**config.mk**
```make
export PLATFORM = sky130hd
export DESIGN_NAME = wdog_rst_seq
export DESIGN_NICKNAME = d
export VERILOG_FILES = /design/src/rtl/wdog_rst_seq.sv
export SDC_FILE = /design/constraint.sdc
export NUM_CORES = 1
export LEC_CHECK = 0
export BUFFER_PORTS_ARGS = -buffer_cell sky130_fd_sc_hd__buf_4
export CORE_MARGIN = 5
export CORE_UTILIZATION = 53
export CTS_CLUSTER_SIZE = 25
export DETAILED_ROUTE_END_ITERATION = 10
export PLACE_DENSITY_LB_ADDON = 0.08
export SKIP_LAST_GASP = 1
export SYNTH_ARGS = -nofsm -noshare
export SYNTH_HDL_FRONTEND = slang
export SYNTH_SLANG_ARGS = --single-unit
export TNS_END_PERCENT = 20
```
**constraint.sdc**
```tcl
create_clock -name clk -period 5.65 [get_ports clk]
set_input_delay 0.2825 -clock clk [delete_from_list [all_inputs] [get_ports clk]]
set_output_delay 0.2825 -clock clk [all_outputs]
set_load 0.02 [all_outputs]
```
**src/rtl/wdog_rst_seq.sv**
```systemverilog
module wdog_rst_seq #(
  parameter int DIV        = 6,
  parameter int BASE_LOG2  = 8,
  parameter int PULSE_LEN  = 8,
  parameter int DLY_W      = 3,
  parameter logic [2:0] SEQ_MODE = 3'b100
) (
  input  logic        clk,
  input  logic        rst_n,
  input  logic        reg_we,
  input  logic [31:0] reg_wdata,
  output logic [31:0] reg_rdata,
  input  logic        event_in,
  output logic        nmi_req,
  output logic        lrst_req
);
  localparam int CNT_W = BASE_LOG2 + (1 << DLY_W);
  localparam int DIV_W = $clog2(DIV);
  localparam int PL_W  = $clog2(PULSE_LEN);

  typedef enum logic [1:0] {S_IDLE, S_WAIT, S_PULSE} st_t;

  logic             lock;
  logic [2:0]       omode;
  logic [DLY_W-1:0] dly;
  logic             evtstat;
  logic             ev_q;
  st_t              st;
  logic [CNT_W-1:0] cnt;
  logic [DIV_W-1:0] div;
  logic [PL_W-1:0]  plen;

  wire ev_rise = event_in & ~ev_q;
  wire clr     = reg_we & reg_wdata[9];
  wire tick    = (div == DIV_W'(DIV - 1));
  wire start   = (st == S_IDLE) && ev_rise && (omode == SEQ_MODE);

  assign reg_rdata = {22'd0, 1'b0, 1'b0, dly, evtstat, omode, lock};

  always_ff @(posedge clk) begin
    if (!rst_n) begin
      lock    <= 1'b0;
      omode   <= 3'b000;
      dly     <= DLY_W'(4);
      evtstat <= 1'b0;
      ev_q    <= 1'b0;
    end else begin
      ev_q <= event_in;
      if (ev_rise)  evtstat <= 1'b1;
      else if (clr) evtstat <= 1'b0;
      if (reg_we) begin
        lock <= reg_wdata[0];
        if (!lock) begin
          omode <= reg_wdata[3:1];
          dly   <= reg_wdata[5 +: DLY_W];
        end
      end
    end
  end

  always_ff @(posedge clk) begin
    if (!rst_n) begin
      st       <= S_IDLE;
      cnt      <= '0;
      div      <= '0;
      plen     <= '0;
      nmi_req  <= 1'b0;
      lrst_req <= 1'b0;
    end else begin
      nmi_req <= start;
      case (st)
        S_IDLE: if (start) begin
          st  <= S_WAIT;
          div <= '0;
          cnt <= CNT_W'(1) << (BASE_LOG2 + int'(dly));
        end
        S_WAIT: begin
          div <= tick ? '0 : div + 1'b1;
          if (tick) begin
            cnt <= cnt - 1'b1;
            if (cnt == CNT_W'(1)) begin
              st       <= S_PULSE;
              plen     <= '0;
              lrst_req <= 1'b1;
            end
          end
        end
        S_PULSE: begin
          plen <= plen + 1'b1;
          if (plen == PL_W'(PULSE_LEN - 1)) begin
            lrst_req <= 1'b0;
            st       <= S_IDLE;
          end
        end
        default: st <= S_IDLE;
      endcase
    end
  end
endmodule

```
== Yosys cells after proc, flatten, opt, wreduce, memory -nomap -nowiden ==
Cells that the tools add are included.
Storage, ports and cells
  register bits: 35
  input bits: 36
  output and inout port bits: 34
  logic and storage cells: 62
Operators by class
  $add $sub $neg: 4
  equality and inequality tests: 10
  shift-type cells: 1
  mux-type cells: 20
  bitwise gates (word level): 4
  reduce and logical (&&, ||, !) cells: 12
Operator list (count)
  $mux 16: 2
  $pmux 16 s2: 1
  $eq 16x1->1 const B: 1
  $shl 1x5->16 const A: 1
  $sub 16x1->16 const B: 1
  $mux 3: 4
  $pmux 3 s2: 2
  $eq 3x3->1 const B: 3
  $mux 2: 4
  $ne 2x2->1 const B: 4
  $reduce_and 4->1: 2
  $add 3x1->3 const B: 2
  $pmux 2 s3: 1
  $reduce_and 3->1: 2
  $reduce_bool 2->1: 3
  $add 4x3->5 const A: 1
  $mux 1: 5
  $reduce_and 2->1: 2
  $and 1x1->1: 2
  $eq 2x1->1 const B: 1
  $eq 2x2->1 const B: 1
  $logic_and 1x1->1: 2
  $logic_not 2->1: 1
  $not 1->1: 2
  $pmux 1 s2: 1

== Longest topological paths before layout ==
Gate-level depths: netlist of run 1.
  word-level depth: 6
  depth in mapped cells: 6
  mapped depth without buffers: 6

== Worst setup path after synthesis of run 1 ==
OpenSTA, ideal clock, no wires.
  path type: register -> register
  start: reg omode[2]
  end: reg cnt[6]
  arrival time: 1916 ps
  data required time: 5580 ps
  path slack: 3664 ps
  cell stages (with the launch flop): 6
  period minus slack after synthesis: 1986 ps
  cell sequence: dfxtp_1 -> or4b_4 -> nor3b_4 -> nor2_2 -> or4_1 -> a21oi_1
On the way
  longest elaborated chain between the ends: 4
RTL lines
  start, declared: RTL line 24  | logic [2:0] omode;
  start signal, assigned: RTL line 54  | omode <= reg_wdata[3:1];
  $eq 3x3->1: RTL line 36  | wire start = (st == S_IDLE) && ev_rise && (omode == SEQ_MODE);
  $logic_and 1x1->1: RTL line 36
  $ne 2x2->1 (no line)
  $reduce_and 3->1 (no line)
  end signal, assigned: RTL line 75  | cnt <= CNT_W'(1) << (BASE_LOG2 + int'(dly));
  end signal, assigned: RTL line 80  | cnt <= cnt - 1'b1;
  end, declared: RTL line 29  | logic [CNT_W-1:0] cnt;
No other way between the ends.
A chain may end at the register's enable or synchronous reset.

== Worst setup path after layout of run 1 ==
  start: reg st[1]
  end: reg cnt[6]
On the way
  longest elaborated chain between the ends: 5
RTL lines
  start, declared: RTL line 28  | st_t st;
  start signal, assigned: RTL line 63  | st <= S_IDLE;
  start signal, assigned: RTL line 73  | st <= S_WAIT;
  start signal, assigned: RTL line 82  | st <= S_PULSE;
  $logic_not 2->1: RTL line 36, 71
  $logic_and 1x1->1 (2 in series): RTL line 36
  $ne 2x2->1 (no line)
  $reduce_and 3->1 (no line)
Several ways; a longest one is shown, not always the timed one.

==> results.txt, run 1 <==
----------------------------------------------------
[Placement]
  Cell Area, Placed ... about 2000 um^2
  Final estimated routing congestion in global placement ... about 0.8
  Port-buffer cells ... 21
  Pre-CTS setup slack ... 3.279 ns
  Sum of net half-perimeters after detailed placement ... just over 3000 um
  Number of cells in the design after placement ... 281

[Die]
  Core region area ... 3416 um^2
  Chip height ... between 70 and 80 um
  Initial Util ... 0.5623
  Die area ... 4927 um^2
  Count of boundary I/O pins ... 70
  Die boundary width ... ~70 um
  Floorplan row count ... 21

[Setup path]
  Register-to-register setup slack ... 3.29 ns
  Startpoint kind of the worst setup timing path ... flop
  Worst reg2reg path endpoint ... cnt[6]
  Crit-path max FO ... 15
  Arrival time reported for the critical path endpoint ... between 2 and 3 ns
  Critical Path Sink Type ... flop
  Worst Reg-to-Reg Cells ... 5
  Startpoint of the worst-slack reg-to-reg timing path ... st[1]
  Worst Path Required ... 5.93 ns
  Critical Setup Path Class ... reg -> reg

[Drt]
  Aggregate routed wire length ... ~4200 um
  First drt pass iteration count ... 4
  Avg WL per Cell ... roughly 14 um
  Detailed-route via count ... 1623
  Number of vias per cell ... approximately 5.6
  Count of antenna-violating nets left after detailed routing ... 0
  Final routed DRC violation total ... 0
  Initial detailed-routing violation count ... about 120

[Power and ir drop]
  Power per standard cell area ... approximately 230 nW/um^2
  Leak ... approximately 0.85 nW
  Maximum ir drop on the vdd rail ... 0.1458 mV

[Clock tree]
  Clk buf depth ... 2
  CTS tree ... done
  Total clock buffers created by CTS ... 5
  Clk slew on worst S/H paths ... 0.11 ns
  Post-CTS repair timing setup buffer count ... 0
  Clock tree sinks ... 35
  Cell at the root of the clock tree ... sky130_fd_sc_hd__clkbuf_4
  Later-pin clock latency in the skew report ... 0.34 ns
  Resized Gates After CTS ... 0
  CTS Hold Buffers Added ... 0
  Maximum level of the CTS H-tree ... 2

[STA]
  Final setup TNS ... 0 ns
  Worst max-slew margin expressed relative to the limit ... 0.5336
  Share of the clock period used by the worst path after layout ... 0.4183
  Unrepaired setup endpoints after global routing ... no
  Final number of setup-violating endpoints ... 0
  Fin. Hold Viols ... 0
  Skew final ... about 0.010 ns
  Slew @ Worst Pin ... ~0.70 ns
  Min setup slack post-route ... 3.287 ns
  Maximum operating frequency ... around 0.42 GHz
  Total count of max-transition violations in the final report ... 0
  Post-layout min period ... 2.363 ns

[Hold path]
  Start point of the worst min-delay path ... event_in
  Worst Hold Depth ... 2
  Destination of the worst hold path ... ev_q
  Tightest Hold Check Type ... in -> reg

[Layout]
  Fin util ... 0.5978
  Design area ... approximately 2000 um^2
  Final std cells w/o fill ... ~290
  Layout fillers ... between 300 and 400
  Commonest cells after routing, fill and taps aside ... sky130_fd_sc_hd__dfxtp_1 (35), sky130_fd_sc_hd__conb_1 (24), sky130_fd_sc_hd__buf_4 (22), sky130_fd_sc_hd__nor2b_1 (17)
  Number of nets at the end of the flow ... approximately 280
  Synthesis-to-finish area growth ... 6.319%
  Most common cell after layout, fill and taps aside ... sky130_fd_sc_hd__dfxtp_1
  Proportion of layout cells with a drive suffix above 1 ... 0.1317
  Count of inserted antenna diode cells ... 0

[GRT]
  Largest net degree at the start of global routing ... 37
  Grt total ovfl ... 0
  Vias in the first global route ... ~1600
  Antenna violations before repair ... 0
  Global Route Usage Sum ... 0.1703
  Global-route wire length before repair ... about 6800 um

[Synthesis]
  Post-synthesis instance area ... between 1500 and 2000 um^2
  Most used DFF post-synth ... sky130_fd_sc_hd__dfxtp_1
  Area share of xor/xnor cells in the synthesized design ... 0.02280
  Sequential share of the synthesized area ... 0.3648
  Instance count of the mapped netlist ... 227
  Simple-gate share of the synthesized area ... 0.2547
  Number of enable flip-flop cells after synthesis ... 0
  Dominant combinational cell family by area after synthesis ... simple AND/OR/NAND/NOR gates
  Number of register bits inferred by synthesis ... 35
  Synth Area in Compound Gates ... 0.1668
  Count of distinct cell types in the synthesized netlist ... 44
  Warnings, synthesis ... 0
  Mean area per synthesized cell ... about 8.5 um^2
  Area share of fa/ha/maj cells after synthesis ... 0.02606
  Asr flop ratio synth ... 0
  Proportion of synthesized area in mux cells ... 0.03127

[Run status]
  Status ... complete, no violations

[Flow run]
  Max-cap check violation count ... 0

----------------------------------------------------
## metal layers
metal | global-route usage | wire length [um]
met1 | 0.1821 | 1713
met3 | 0.04448 | 270
met4 | 0.09787 | 80
met5 | 0 | 0
met2 | 0.3001 | 2111
## worst max-delay path: stages (launching register included)
cell and delay (ns):
sky130_fd_sc_hd__dfxtp_1 0.35, sky130_fd_sc_hd__or4b_4 0.55, sky130_fd_sc_hd__nor3b_4 0.52, sky130_fd_sc_hd__nor2_2 0.21
sky130_fd_sc_hd__or4_1 0.51, sky130_fd_sc_hd__a21oi_1 0.15
## flip-flops by register name (all words and copies together) (netlist names)
signal    cells
st            2
ev_q          1
div           3
omode         3
cnt          16
lock          1
plen          3
lrst_req      1
nmi_req       1
evtstat       1
dly           3
## area by class of cell
type,count,area [um^2],share of cell area
multi-input cells,174,1054,0.5159
flip-flops and latches,35,700.7,0.3431
repair buffers,22,165.2,0.08088
well taps,46,57.56,0.02819
clock buffers,7,45.04,0.02206
inverters,4,15.01,0.007353
clock inverters,1,5.005,0.002451
## logic make-up after synthesis
logic type,count (synthesis)
compound gates,49
fa+ha+maj,4
flops,35
buf+inv,41
xor+xnor,5
other cells,1
mux,6
simple gates,86
## synthesized netlist by cell type, drive strengths merged, types with 3 or more instances
library cell	count	area (um^2)
a21oi	15	75.07
a32oi	4	35.03
and2	4	25.02
buf	27	200.2
clkbuf	10	37.54
dfxtp	35	700.7
ha	4	50.05
inv	4	15.01
mux2i	6	60.06
nand2	11	41.29
nand2b	3	18.77
nand3	10	50.05
nand3b	3	22.52
nor2	16	62.56
nor2b	17	106.4
nor3	6	30.03
nor3b	3	33.78
o211ai	4	30.03
o21a	3	22.52
o21ai	9	45.04
o22ai	3	18.77
xor2	5	43.79
## how the worst max path moves through the flow
stage	start	endpoint
final	st[1]	cnt[6]
after floorplan	omode[2]	cnt[6]
after CTS	st[1]	cnt[6]
after global placement	st[1]	cnt[6]
after detailed placement	st[1]	cnt[6]
after global routing	st[0]	cnt[6]
## per-stage QoR
stage               total power (W)  hold WS [ns]
floorplan                 0.0003391        0.4042
global placement          0.0003449        0.4593
detailed placement        0.0003475        0.4559
CTS                       0.0004766        0.1432
global route              0.0004956        0.1518
finish                    0.0004739        0.1519
## power by group
| group | internal (W) | switching, W | leakage (nW) |
|---|---|---|---|
| clock network | 0.0000485 | 0.0000826 | 0.0293 |
| registers | 0.000254 | 0.00000798 | 0.284 |
| logic | 0.0000291 | 0.0000519 | 0.534 |
Power figures use the tool's default switching activity.
==> run 2, diff against run 1 <==
Settings changed: CORE_UTILIZATION 53 to 44.
Clock period 5.65 ns to 2.1 ns, I/O delays scaled along.
==> run 2 against run 1 <==
Net effect: worst setup slack got worse by 3.1 ns; non-clock buffer count rose by 10; first-iteration DRC count fell by 17%; global-route usage fell by 3.2 points; via count fell by 5.6%; sequential share of layout area fell by 1.9 points; critical path type unchanged.
==> results.txt, run 2 (synthesized netlist as in run 1, its figures left out) <==
----------------------------------------------------
[GRT]
  Vias in the first global route ... 1466 (-7.0%)
  Largest net degree at the start of global routing ... 37 (unchanged)
  Global-route wire length before repair ... 6748 um (-0.81%)
  Antenna violations before repair ... 0 (unchanged)
  Grt total ovfl ... 0 (unchanged)
  Global Route Usage Sum ... 0.1384 (-0.03193)

[Placement]
  Cell Area, Placed ... 2074 um^2 (+4.1%)
  Number of cells in the design after placement ... 297 (+5.7%)
  Sum of net half-perimeters after detailed placement ... 2850 um (-6.9%)
  Final estimated routing congestion in global placement ... 0.7659 (-7.1%)
  Port-buffer cells ... 21 (unchanged)

[Layout]
  Count of inserted antenna diode cells ... 0 (unchanged)
  Most common cell after layout, fill and taps aside ... sky130_fd_sc_hd__dfxtp_1
  Layout fillers ... 427 (+32%)
  Design area ... 2162 um^2 (+5.9%)
  Final std cells w/o fill ... 304 (+5.2%)
  Number of flip-flops under the largest register name ... 16 (unchanged)
  Synthesis-to-finish area growth ... 12.57%
  Register with the highest flop count ... cnt
  Number of nets at the end of the flow ... 292 (+3.5%)
  Commonest cells after routing, fill and taps aside ... sky130_fd_sc_hd__dfxtp_1 (35), sky130_fd_sc_hd__buf_4 (32), sky130_fd_sc_hd__conb_1 (24), sky130_fd_sc_hd__nor2b_1 (17)
  Proportion of layout cells with a drive suffix above 1 ... 0.1706 (+0.03895)
  Fin util ... 0.5035 (-0.09430)

[Setup path]
  Largest stage delay on the critical path ... 0.56 ns (about the same)
  Sequence of cells on the critical path ... or4b_4 > nor3b_4 > buf_4 > or2_2 > nand2_1 > o221ai_1
  Worst reg2reg path endpoint ... cnt[12]
  Worst Reg-to-Reg Cells ... 6 (+1)
  Worst-path cell with the longest stage delay ... sky130_fd_sc_hd__or4b_4
  Critical Setup Path Class ... reg -> reg
  Startpoint of the worst-slack reg-to-reg timing path ... st[1]
  Arrival time reported for the critical path endpoint ... 2.14 ns (-0.50 ns)
  Register-to-register setup slack ... 0.17 ns (-3.12 ns)
  Crit-path max FO ... 8 (-7)
  Critical Path Sink Type ... flop
  Worst Path Required ... 2.31 ns (-3.62 ns)
  Startpoint kind of the worst setup timing path ... flop

[Drt]
  Number of vias per cell ... 5.039 (-10%)
  Initial detailed-routing violation count ... 96 (-17%)
  First drt pass iteration count ... 4 (unchanged)
  Final routed DRC violation total ... 0 (unchanged)
  Avg WL per Cell ... 13.06 um (-9.6%)
  Detailed-route via count ... 1532 (-5.6%)
  Count of antenna-violating nets left after detailed routing ... 0 (unchanged)
  Aggregate routed wire length ... 3970 um (-4.9%)

[Die]
  Count of boundary I/O pins ... 70 (unchanged)
  Die area ... 5787 um^2 (+17%)
  Chip height ... 76.07 um (+8.4%)
  Initial Util ... 0.4473 (-0.1150)
  Floorplan row count ... 24 (+14%)
  Die boundary width ... 76.07 um (+8.4%)
  Core region area ... 4294 um^2 (+26%)

[Clock tree]
  Cell at the root of the clock tree ... sky130_fd_sc_hd__clkbuf_8
  Post-CTS repair timing setup buffer count ... 0 (unchanged)
  Maximum level of the CTS H-tree ... 2 (unchanged)
  CTS tree ... done
  Clk slew on worst S/H paths ... 0.08 ns (-0.03 ns)
  Later-pin clock latency in the skew report ... 0.28 ns (-0.06 ns)
  Resized Gates After CTS ... 0 (unchanged)
  Clock tree sinks ... 35 (unchanged)
  Total clock buffers created by CTS ... 5 (unchanged)
  CTS Hold Buffers Added ... 0 (unchanged)
  Clk buf depth ... 2 (unchanged)

[Power and ir drop]
  Power per standard cell area ... 660.6 nW/um^2 (+180%)
  Leak ... 0.9129 nW (+7.7%)
  Total power after layout ... 0.001428 W (+200%)
  Maximum ir drop on the vdd rail ... 0.3869 mV (+170%)

[Hold path]
  Tightest Hold Check Type ... in -> reg
  Start point of the worst min-delay path ... event_in
  Destination of the worst hold path ... ev_q
  Worst Hold Depth ... 2 (unchanged)

[STA]
  Unrepaired setup endpoints after global routing ... no
  Share of the clock period used by the worst path after layout ... 0.9194 (+0.5011)
  Final number of setup-violating endpoints ... 0 (unchanged)
  Post-layout min period ... 1.931 ns (-0.4325 ns)
  Fin. Hold Viols ... 0 (unchanged)
  Skew final ... 0.01272 ns (+0.002561 ns)
  Maximum operating frequency ... 0.5179 GHz (+22%)
  Total count of max-transition violations in the final report ... 0 (unchanged)
  Final setup TNS ... 0 ns (unchanged)

[Flow run]
  Max-cap check violation count ... 0 (unchanged)

[Run status]
  Status ... complete, no violations

----------------------------------------------------
run 2: cell types whose count changed in the layout (fill, tap and decap cells not counted):
cell	change
sky130_fd_sc_hd__buf_4	+10
sky130_fd_sc_hd__clkbuf_4	-5
sky130_fd_sc_hd__clkbuf_8	+6
sky130_fd_sc_hd__clkbuf_1	-2
run 2: cell type report:
class / count / area (um^2) / share of cell area
Clock inverter: 1 / 5.005 / 0.002315
Tap cell: 52 / 65.06 / 0.03009
Sequential cell: 35 / 700.7 / 0.3241
Inverter: 4 / 15.01 / 0.006944
Clock buffer: 6 / 82.58 / 0.03819
Multi-Input combinational cell: 174 / 1054 / 0.4873
Timing Repair Buffer: 32 / 240.2 / 0.1111
run 2: critical path, delay by kind of cell, from the launching register on:
kind / cells / cell delay, ns
flops: 1 / 0.35
simple gates: 4 / 1.09
compound gates: 1 / 0.23
buf+inv: 1 / 0.19
run 2: layer usage:
layer	GRT usage	vias up	wire length [um]
met3	0.03783	5	215
li1	-	802	-
met4	0.04720	0	55
met5	0	-	0
met2	0.2175	35	1731
met1	0.1819	690	1968
run 2: how the worst max path moves through the flow:
| stage | depth (start not counted) | start | to |
|---|---|---|---|
| 3_3_place_gp | 6 | st[1] | cnt[12] |
| 2_1_floorplan | 5 | omode[2] | cnt[6] |
| 5_1_grt | 6 | st[1] | cnt[12] |
| 3_5_place_dp | 6 | st[1] | cnt[12] |
| 4_1_cts | 6 | st[1] | cnt[12] |
| 6_report | 6 | st[1] | cnt[12] |
run 2: report_power, final:
group          switching [W]  internal [W]  leakage [nW]
clock network       0.000235      0.000257        0.0470
logic               0.000141     0.0000915         0.582
registers          0.0000204      0.000683         0.284
total               0.000396       0.00103         0.913
run 2: stage by stage:
stage,hold WS [ns],worst slack [ns]
floorplan,0.2267,0.1140
global placement,0.3188,0.1704
detailed placement,0.3191,0.1886
CTS,0.02284,0.1640
global route,0.02319,0.02362
finish,0.03075,0.1692
==> run 3, diff against run 2 <==
Settings changed: CORE_MARGIN 5 to default.
==> run 3 against run 2 <==
Net effect: wire length is 4.1% lower; combinational power decreased by 3%; clock skew fell by 0.0052 ns; largest cell class unchanged; utilization increased by 2.4 points; global-route usage increased by 4.9 points; first-iteration DRC count down 29%; worst setup slack improved by 0.024 ns; register-to-register slack improved by 0.02 ns; sequential share of layout area rose by 0.075 points.
==> results.txt, run 3 (synthesized netlist as in run 1, its figures left out) <==
----------------------------------------------------
[Drt]
  Final routed DRC violation total ... 0 (unchanged)
  Count of antenna-violating nets left after detailed routing ... 0 (unchanged)
  Initial detailed-routing violation count ... 68 (-29%)
  First drt pass iteration count ... 6 (+2)
  Detailed-route via count ... 1556 (+1.6%)
  Avg WL per Cell ... 12.64 um (-3.2%)
  Number of vias per cell ... 5.169 (+2.6%)
  Aggregate routed wire length ... 3806 um (-4.1%)

[GRT]
  Vias in the first global route ... 1356 (-7.5%)
  Top Usage Layer GRT ... met2
  Grt total ovfl ... 0 (unchanged)
  Global Route Usage Sum ... 0.1878 (+0.04941)
  Met2 capacity usage during global routing ... 0.2819 (+0.06440)
  Antenna violations before repair ... 0 (unchanged)
  M1 GR Usage ... 0.2528 (+0.07091)
  Met3 Usage GRT ... 0.05333 (+0.01551)
  Global-route wire length before repair ... 6423 um (-4.8%)
  Largest net degree at the start of global routing ... 37 (unchanged)

[Layout]
  Number of flip-flops under the largest register name ... 16 (unchanged)
  Most common cell after layout, fill and taps aside ... sky130_fd_sc_hd__dfxtp_1
  Commonest cells after routing, fill and taps aside ... sky130_fd_sc_hd__dfxtp_1 (35), sky130_fd_sc_hd__buf_4 (30), sky130_fd_sc_hd__conb_1 (24), sky130_fd_sc_hd__nor2b_1 (17)
  Register with the highest flop count ... cnt
  Number of nets at the end of the flow ... 290 (-0.68%)
  Count of inserted antenna diode cells ... 0 (unchanged)
  Proportion of layout cells with a drive suffix above 1 ... 0.1633 (-0.007288)
  Synthesis-to-finish area growth ... 12.31%
  Final std cells w/o fill ... 301 (-0.99%)

[STA]
  Share of the clock period used by the worst path after layout ... 0.9078 (-0.01163)
  Min setup slack post-route ... 0.1936 ns (+0.02443 ns)
  Unrepaired setup endpoints after global routing ... no
  Total count of max-transition violations in the final report ... 0 (unchanged)
  Final number of setup-violating endpoints ... 0 (unchanged)
  Fin. Hold Viols ... 0 (unchanged)
  Maximum operating frequency ... 0.5246 GHz (+1.3%)
  Skew final ... 0.007548 ns (-0.005172 ns)
  Final setup TNS ... 0 ns (unchanged)
  Post-layout min period ... 1.906 ns (-0.02443 ns)
  Worst hold-check slack ... 0.02864 ns (-0.002114 ns)

[Clock tree]
  Post-CTS repair timing setup buffer count ... 0 (unchanged)
  CTS tree ... done
  Maximum level of the CTS H-tree ... 2 (unchanged)
  CTS Hold Buffers Added ... 0 (unchanged)
  Clock tree sinks ... 35 (unchanged)
  Later-pin clock latency in the skew report ... 0.29 ns (about the same)
  Total clock buffers created by CTS ... 5 (unchanged)
  Cell at the root of the clock tree ... sky130_fd_sc_hd__clkbuf_8
  Clk slew on worst S/H paths ... 0.07 ns (about the same)
  Resized Gates After CTS ... 0 (unchanged)
  Clk buf depth ... 2 (unchanged)

[Placement]
  Sum of net half-perimeters after detailed placement ... 2689 um (-5.6%)
  Number of cells in the design after placement ... 293 (-1.3%)
  Final estimated routing congestion in global placement ... 0.7493 (-2.2%)
  Pre-CTS setup slack ... 0.1771 ns (-0.01146 ns)
  Port-buffer cells ... 21 (unchanged)

[Setup path]
  Crit-path max FO ... 6 (-2)
  Worst Path Required ... 2.31 ns (about the same)
  Critical Path Sink Type ... flop
  Critical Setup Path Class ... reg -> reg
  Startpoint kind of the worst setup timing path ... flop
  Arrival time reported for the critical path endpoint ... 2.12 ns (-0.02 ns)

[Die]
  Chip height ... 68.07 um (-11%)
  Core region area ... 4086 um^2 (-4.8%)
  Count of boundary I/O pins ... 70 (unchanged)
  Die boundary width ... 68.07 um (-11%)
  Floorplan row count ... 23 (-4.2%)
  Initial Util ... 0.4700 (+0.02273)
  Die area ... 4634 um^2 (-20%)

[Run status]
  Status ... complete, no violations

[Power and ir drop]
  Power per standard cell area ... 678.2 nW/um^2 (+2.7%)
  Internal cell power ... 0.001069 W (+3.6%)
  Switching share of total power ... 0.2692 (-0.008278)
  Clk pwr share ... 0.364 (+0.019)
  Reg power frac ... 0.481 (-0.012)
  Relative contribution of combinational cells to total power ... 0.155 (-0.008)
  Maximum ir drop on the vdd rail ... 0.4012 mV (+3.7%)
  Leak ... 0.9088 nW (-0.45%)
  Switching power of the nets ... 0.0003938 W (-0.63%)

[Hold path]
  Tightest Hold Check Type ... in -> reg

[Flow run]
  Max-cap check violation count ... 0 (unchanged)

----------------------------------------------------
-- run 3: cell types whose count changed in the layout (fill, tap and decap cells not counted), sizes merged --
cell / delta
buf: -2
clkinv: -1
clkbuf: +2
-- run 3: layout make-up --
cell class | instances | area [um^2]
Clock buffer | 8 | 100.1
Multi-Input combinational cell | 174 | 1054
Tap cell | 50 | 62.56
Inverter | 4 | 15.01
Fill cell | 401 | 1929
Timing Repair Buffer | 30 | 225.2
Sequential cell | 35 | 700.7
-- run 3: path summary, 6_finish.rpt --
check | start | endpoint | slack (ns) | cells after the start
setup reg to reg | st[1] | cnt[12] | 0.19 | 6
setup / recovery | st[1] | cnt[12] | 0.19 | 6
hold reg to reg | cnt[14] | cnt[14] | 0.47 | 2
hold / removal | reg_wdata[7] | dly[2] | 0.03 | 3
-- run 3: through the flow --
stage	util	power, W	area, um^2
global route	0.5279	0.001533	2157
global placement	0.5034	0.0009435	2057
detailed placement	0.5034	0.0009435	2057
CTS	0.5279	0.001482	2157
floorplan	-	0.0009123	2007
finish	0.5279	0.001463	2157
-- run 3: power by group through the flow --
stage / Sequential, W / Clock (W) / Combinational (W)
global placement: 0.000719 / 0 / 0.000225
floorplan: 0.000723 / 0 / 0.000190
finish: 0.000704 / 0.000533 / 0.000226
detailed placement: 0.000718 / 0 / 0.000225
CTS: 0.000703 / 0.000552 / 0.000226
global route: 0.000706 / 0.000577 / 0.000250
-- run 3: worst max-delay path, cell delays in order, from the launching register on --
cell and delay (ns):
sky130_fd_sc_hd__dfxtp_1 0.34, sky130_fd_sc_hd__or4b_4 0.55, sky130_fd_sc_hd__nor3b_4 0.26, sky130_fd_sc_hd__buf_4 0.17, sky130_fd_sc_hd__or2_2 0.12, sky130_fd_sc_hd__nand2_1 0.16
sky130_fd_sc_hd__o221ai_1 0.24
-- run 3: routing by layer --
layer / share of wire / vias to the layer above
met1: 0.49 / 709
met3: 0.044 / 5
met5: 0 / -
met4: 0.012 / 0
li1: - / 801
met2: 0.45 / 41
